### src/rtl/cmdp_pkg.sv
package cmdp_pkg;

    localparam int CMD_W = 32;
    localparam int CNT_W = 15;
    localparam int TAG_W = 18;

    // nibble index -> odd parity bit (1 when the nibble has even weight)
    localparam logic [15:0] PAR_LUT = 16'h9669;

    typedef enum logic [0:0] {
        ST_HEAD = 1'b0,
        ST_BODY = 1'b1
    } parse_state_e;

    function automatic logic odd_par(input logic [CMD_W-1:0] v);
        logic [3:0] fold;
        fold = '0;
        for (int i = 0; i < CMD_W / 4; i++) begin
            fold = fold ^ v[i*4 +: 4];
        end
        return PAR_LUT[fold];
    endfunction

endpackage

### src/rtl/cmdp_hdr_decode.sv
module cmdp_hdr_decode
    import cmdp_pkg::*;
#(
    parameter int W_CMD = CMD_W,
    parameter int W_CNT = CNT_W,
    parameter int W_TAG = TAG_W
) (
    input  logic [W_CMD-1:0] word,
    output logic             hdr_ok,
    output logic             has_payload,
    output logic [W_CNT-1:0] count,
    output logic [W_TAG-1:0] tag,
    output logic             is_reg
);
    localparam logic [3:0] TY_LREG = 4'h0;
    localparam logic [3:0] TY_NOP  = 4'h8;
    localparam logic [3:0] TY_LOPC = 4'hC;
    localparam logic [3:0] TY_PREG = 4'h4;
    localparam logic [3:0] TY_POPC = 4'h7;

    logic [W_CNT-1:0] legacy_cnt;
    assign legacy_cnt = W_CNT'(word[27:16]) + W_CNT'(1);

    always_comb begin
        hdr_ok = 1'b0;
        count  = '0;
        tag    = '0;
        is_reg = 1'b0;
        case (word[31:28])
            TY_LREG: begin
                hdr_ok = 1'b1;
                count  = legacy_cnt;
                tag    = W_TAG'(word[14:0]);
                is_reg = 1'b1;
            end
            TY_NOP: begin
                hdr_ok = 1'b1;
            end
            TY_LOPC: begin
                hdr_ok = 1'b1;
                count  = legacy_cnt;
                tag    = W_TAG'(word[15:8]);
            end
            TY_PREG: begin
                hdr_ok = (odd_par(CMD_W'(word[6:0])) == word[7]) &&
                         (odd_par(CMD_W'(word[25:8])) == word[27]);
                count  = W_CNT'(word[6:0]);
                tag    = W_TAG'(word[25:8]);
                is_reg = 1'b1;
            end
            TY_POPC: begin
                hdr_ok = (odd_par(CMD_W'(word[14:0])) == word[15]) &&
                         (odd_par(CMD_W'(word[22:16])) == word[23]);
                count  = W_CNT'(word[14:0]);
                tag    = W_TAG'(word[22:16]);
            end
            default: hdr_ok = 1'b0;
        endcase
    end

    assign has_payload = hdr_ok && (count != '0);

endmodule

### src/rtl/cmdp_beat_track.sv
module cmdp_beat_track
    import cmdp_pkg::*;
#(
    parameter int W_CNT = CNT_W,
    parameter int W_TAG = TAG_W
) (
    input  logic             clk,
    input  logic             rst_n,
    input  logic             load,
    input  logic [W_CNT-1:0] ld_count,
    input  logic [W_TAG-1:0] ld_tag,
    input  logic             ld_is_reg,
    input  logic             step,
    output logic [W_TAG-1:0] tag,
    output logic             is_reg,
    output logic             first,
    output logic             last
);
    logic [W_CNT-1:0] remain;

    always_ff @(posedge clk or negedge rst_n) begin
        if (!rst_n) begin
            remain <= '0;
            tag    <= '0;
            is_reg <= 1'b0;
            first  <= 1'b0;
        end else if (load) begin
            remain <= ld_count;
            tag    <= ld_tag;
            is_reg <= ld_is_reg;
            first  <= 1'b1;
        end else if (step) begin
            remain <= remain - W_CNT'(1);
            first  <= 1'b0;
            if (is_reg) begin
                tag <= tag + W_TAG'(1);
            end
        end
    end

    assign last = (remain == W_CNT'(1));

endmodule

### src/rtl/cmdp_parser.sv
module cmdp_parser
    import cmdp_pkg::*;
#(
    parameter int W_CMD = CMD_W,
    parameter int W_CNT = CNT_W,
    parameter int W_TAG = TAG_W
) (
    input  logic             clk,
    input  logic             rst_n,
    input  logic             in_valid,
    output logic             in_ready,
    input  logic [W_CMD-1:0] in_word,
    output logic             out_valid,
    input  logic             out_ready,
    output logic [W_CMD-1:0] out_data,
    output logic [W_TAG-1:0] out_tag,
    output logic             out_is_reg,
    output logic             out_first,
    output logic             out_last,
    output logic             err_flag
);
    parse_state_e     state, state_nx;
    logic             d_ok, d_pay, d_is_reg;
    logic [W_CNT-1:0] d_cnt;
    logic [W_TAG-1:0] d_tag;
    logic             trk_load, trk_step, err_set;

    cmdp_hdr_decode #(.W_CMD(W_CMD), .W_CNT(W_CNT), .W_TAG(W_TAG)) u_dec (
        .word        (in_word),
        .hdr_ok      (d_ok),
        .has_payload (d_pay),
        .count       (d_cnt),
        .tag         (d_tag),
        .is_reg      (d_is_reg)
    );

    cmdp_beat_track #(.W_CNT(W_CNT), .W_TAG(W_TAG)) u_trk (
        .clk       (clk),
        .rst_n     (rst_n),
        .load      (trk_load),
        .ld_count  (d_cnt),
        .ld_tag    (d_tag),
        .ld_is_reg (d_is_reg),
        .step      (trk_step),
        .tag       (out_tag),
        .is_reg    (out_is_reg),
        .first     (out_first),
        .last      (out_last)
    );

    // state register
    always_ff @(posedge clk or negedge rst_n) begin
        if (!rst_n) begin
            state <= ST_HEAD;
        end else begin
            state <= state_nx;
        end
    end

    // sticky error
    always_ff @(posedge clk or negedge rst_n) begin
        if (!rst_n) begin
            err_flag <= 1'b0;
        end else if (err_set) begin
            err_flag <= 1'b1;
        end
    end

    // next state and outputs
    always_comb begin
        state_nx  = state;
        in_ready  = 1'b0;
        out_valid = 1'b0;
        trk_load  = 1'b0;
        trk_step  = 1'b0;
        err_set   = 1'b0;
        unique case (state)
            ST_HEAD: begin
                in_ready = 1'b1;
                trk_load = in_valid && d_pay;
                err_set  = in_valid && !d_ok;
                if (trk_load) begin
                    state_nx = ST_BODY;
                end
            end
            ST_BODY: begin
                in_ready  = out_ready;
                out_valid = in_valid;
                trk_step  = in_valid && out_ready;
                if (trk_step && out_last) begin
                    state_nx = ST_HEAD;
                end
            end
        endcase
    end

    assign out_data = in_word;

endmodule

### config.mk
export PLATFORM = sky130hd
export DESIGN_NAME = cmdp_parser
export DESIGN_NICKNAME = d
export VERILOG_FILES = /design/src/rtl/cmdp_pkg.sv /design/src/rtl/cmdp_hdr_decode.sv /design/src/rtl/cmdp_beat_track.sv /design/src/rtl/cmdp_parser.sv
export SDC_FILE = /design/constraint.sdc
export NUM_CORES = 1
export LEC_CHECK = 0
export CELL_PAD_IN_SITES_DETAIL_PLACEMENT = 0
export CELL_PAD_IN_SITES_GLOBAL_PLACEMENT = 1
export CORE_UTILIZATION = 36
export DETAILED_ROUTE_END_ITERATION = 12
export GPL_ROUTABILITY_DRIVEN = 0
export PLACE_DENSITY_LB_ADDON = 0.15
export SYNTH_ARGS = -nofsm -noshare
export SYNTH_HDL_FRONTEND = slang
export SYNTH_SLANG_ARGS = --single-unit
### constraint.sdc
create_clock -name clk -period 2.4 [get_ports clk]
set_clock_uncertainty 0.2 [all_clocks]
set_input_delay 0.36 -clock clk [delete_from_list [all_inputs] [get_ports clk]]
set_output_delay 0.36 -clock clk [all_outputs]
set_load 0.02 [all_outputs]
==> flow_summary.yaml <==
run_status:
  status: "finished with violations"
  violations: "negative hold slack, negative setup slack"
clocking:
  cts_tree: "built"
  cts-root-buf: "clkbuf_8"
  htreeDepth: 2
  path_clk_slew_ns: 0.08
  cts_hold_buffers: 0
  clock_path_buffers: 2
  cts_made_buffers: 5
  insertion_delay_ns: 0.29
  cts.sinks: 37
logic_synthesis:
  synth-edff-count: 0
  synth_flop_cell: "dfrtp_1"
  avgSynthCellArea_um2: 8.83
  ys_ff_latch: 37
  netlist_area_um2: 3240
  synth_top_area_share_pct: 28.6
  yosysTopAreaCell: "dfrtp_1"
  synth_cells: 367
  synth.area.top_cells: "dfrtp_1 (29%), xnor2_1 (10%), buf_4 (7.9%)"
  synth_nets: 407
  yosysSeqAreaShare_pct: 28.6
  ys_types: 55
  yosysWarnings: 0
  async_flop_share_pct: 100
finish:
  reg_top3: "u_trk.tag x18, u_trk.remain x15"
  top_register: "u_trk.tag"
  stdcell_area_um2: 5130
  largest_reg_flops: 18
  area_growth_syn_to_layout_pct: 58.4
  fin_nets: 562
  drive_gt1_share_pct: 37.3
  antenna_cells: 0
  fin_cells: 631
flow_run:
  maxCapViolations: 0
power:
  comb_power_share_pct: 54.6
  p_leak_uw: 0.00228
  p_sw_uw: 1330
  totalPowerFinal_uw: 3440
  seqPwrFrac_pct: 30.9
  switching_share_pct: 38.6
  p_int_uw: 2110
  p_per_area_nw_per_um2: 670
  pwr-share-clk_pct: 14.5
  ir_drop_mv: 0.252
sta:
  holdWs_ns: -0.0233
  fin_ws_ns: -0.0227
  hold_viol: 33
  setup_viol: 3
  max_slew_margin_pct: 42.1
  min_period_over_period_pct: 101
  fmax_mhz: 413
  worst_slew_pin_slew_ns: 0.868
  rsz0062_at_grt: "true"
  min_period_ns: 2.42
  finalMaxSlewViolations: 0
global_route:
  antenna_found_initial: 0
  grt_overflow: 0
  grt_start_max_net_pins: 38
  first_global_vias: 3446
  grtUsageTotal_pct: 24.0
  grt_pass1_wl_um: 18100
placed_design:
  placed_area_um2: 4690
  dp_slack_ns: -0.788
  dp.cells: 608
  io_buffers: 91
  dp_hpwl_um: 8410
critical_path:
  reg2reg_slack_ns: 0.18
  critPathCaptureType: "register"
  critPathLaunchType: "input pin"
  required_ns: 2.38
  cp_slowest_cell: "a211o_4"
  rr_worst_depth: 4
  critPathMostFrequentCell: "xnor2_1"
  cp_max_fo: 4
  crit_chain: "clkdlybuf4s15_2 > xnor2_1 > xnor2_1 > buf_4 > xnor2_4 > xnor2_1 > o22ai_2 > a211o_4 > buf_6 > and3_4 > mux2_4"
  worstPathArrival_ns: 2.40
  slowest_delay_ns: 0.33
  critical_path_class: "in -> reg"
  rr_startpoint: "u_trk.remain[0]"
  r2r_end: "u_trk.remain[7]"
drt:
  route.detailed.drc: 0
  first_pass_iters: 6
  routed_wl_um: 10900
  wl_per_cell_um: 17.3
  drt-initial-drc-count: 238
  antenna_left: 0
  post_drt_via_cell_ratio: 5.33
  vias: 3361
die:
  ios: 92
  die-area_um2: 9390
  start_util_pct: 37.2
  coreArea_um2: 8720
  rows: 34
  die_h_um: 96.9
  chipWidth_um: 96.9
worst_hold_path:
  hold_path_class: "in -> async"
==> layer usage <==
metal  track usage (%)  part of all wire (%)  wire length (µm)
met2              38.3                    47              5100
met3              3.11                   5.7               628
met4              6.89                   2.4               267
met1              33.8                    45              4940
met5                 0                     0                 0
==> cell usage after synthesis (2+ instances only) <==
cell / instances
buf_6: 2
and3_1: 10
a31oi_1: 2
nor3b_1: 3
buf_4: 34
o211ai_1: 2
o221ai_1: 2
nand4_1: 9
and2_1: 2
a222oi_1: 7
nor4_1: 2
and4_1: 2
a31o_2: 4
nand2_1: 31
o21ai_1: 2
clkbuf_1: 5
xnor2_1: 38
xor2_1: 21
nand3_1: 12
nor2_1: 19
o21ai_0: 10
nand2b_1: 5
or4_1: 4
nor2b_1: 2
ha_1: 4
mux2_4: 2
mux2i_1: 25
nor3_1: 11
or3_1: 3
o22ai_1: 2
dfrtp_1: 37
inv_1: 6
a21oi_1: 11
a22oi_1: 8
buf_2: 8
==> power groups by stage <==
stage / combinational [µW] / clock [µW] / sequential, µW
2_1_floorplan: 781 / 0 / 1170
3_3_place_gp: 1630 / 0 / 1050
6_report: 1880 / 497 / 1060
3_5_place_dp: 1650 / 0 / 1060
4_1_cts: 1800 / 504 / 1060
5_1_grt: 2020 / 542 / 1100
==> worst max-delay path: cells and delay by family <==
kind / cells / cell delay [ns]
AOI/OAI and AO/OA: 2 / 0.45
xor gates and xnor gates: 4 / 0.66
buffers and inverters: 3 / 0.49
muxes: 1 / 0.29
and+or+nand+nor: 1 / 0.15
==> cell families (layout without fill, tap and decap cells) <==
| group | Yosys count | after routing | synth area share, % |
|---|---|---|---|
| AND/OR/NAND/NOR | 122 | 122 | 20.2 |
| adder cells (fa/ha/maj) | 4 | 4 | 1.54 |
| multiplexers | 27 | 27 | 8.65 |
| flip-flops | 37 | 37 | 28.6 |
| AO/OA/AOI/OAI | 61 | 61 | 13.4 |
| buffers and inverters | 56 | 212 | 11.2 |
| XOR/XNOR | 60 | 60 | 16.4 |
==> how the worst max path moves through the flow <==
stage                           start               to
final                     in_word[15]     u_trk.is_reg
after floorplan            in_word[2]     u_trk.is_reg
after CTS                 in_word[15]     u_trk.is_reg
after global routing      in_word[17]  u_trk.remain[0]
after detailed placement  in_word[17]     u_trk.tag[4]
after global placement    in_word[18]  u_trk.remain[0]
==> final cells by class <==
type / instances / area [µm²]
Tap cell: 108 / 135
Sequential cell: 37 / 926
Clock buffer: 7 / 96.3
Timing Repair Buffer: 198 / 1720
Multi-Input combinational cell: 274 / 2230
Clock inverter: 1 / 5.00
Fill cell: 804 / 3590
Inverter: 6 / 22.5
==> repair_timing <==
action                     4_1_cts  5_1_grt
gates cloned                     1        0
pin swaps                       31       19
gates resized for setup        123       42
buffers inserted                14        1
setup endpoints to repair       38       37
==> stage by stage <==
step	utilization [%]	hold slack, ns	setup TNS [ns]
floorplan	-	-0.136	-0.0866
global placement	53.8	0.259	-25.04
detailed placement	53.8	0.268	-26.88
CTS	57.6	0.0138	0
global route	58.9	0.0482	-0.862
finish	58.9	-0.0233	-0.0427
==> layout by cell type, fill, tap and decap left out, drive strengths merged, types with 4 or more instances in the layout <==
cell,synthesis,layout
nand2,31,31
clkbuf,5,8
nand2b,5,5
o21ai,12,12
nand4,9,9
a31o,5,5
nor3b,4,4
nand3,14,14
a222oi,7,7
dfrtp,37,37
buf,45,125
ha,4,4
clkdlybuf4s15,0,6
dlygate4sd2,0,7
a21oi,11,11
inv,6,6
a22oi,8,8
clkdlybuf4s50,0,59
or4,4,4
xnor2,39,39
nor2,19,19
nor3,11,11
mux2i,25,25
xor2,21,21
and3,10,10
No activity file was read; power rests on OpenSTA's default activity.
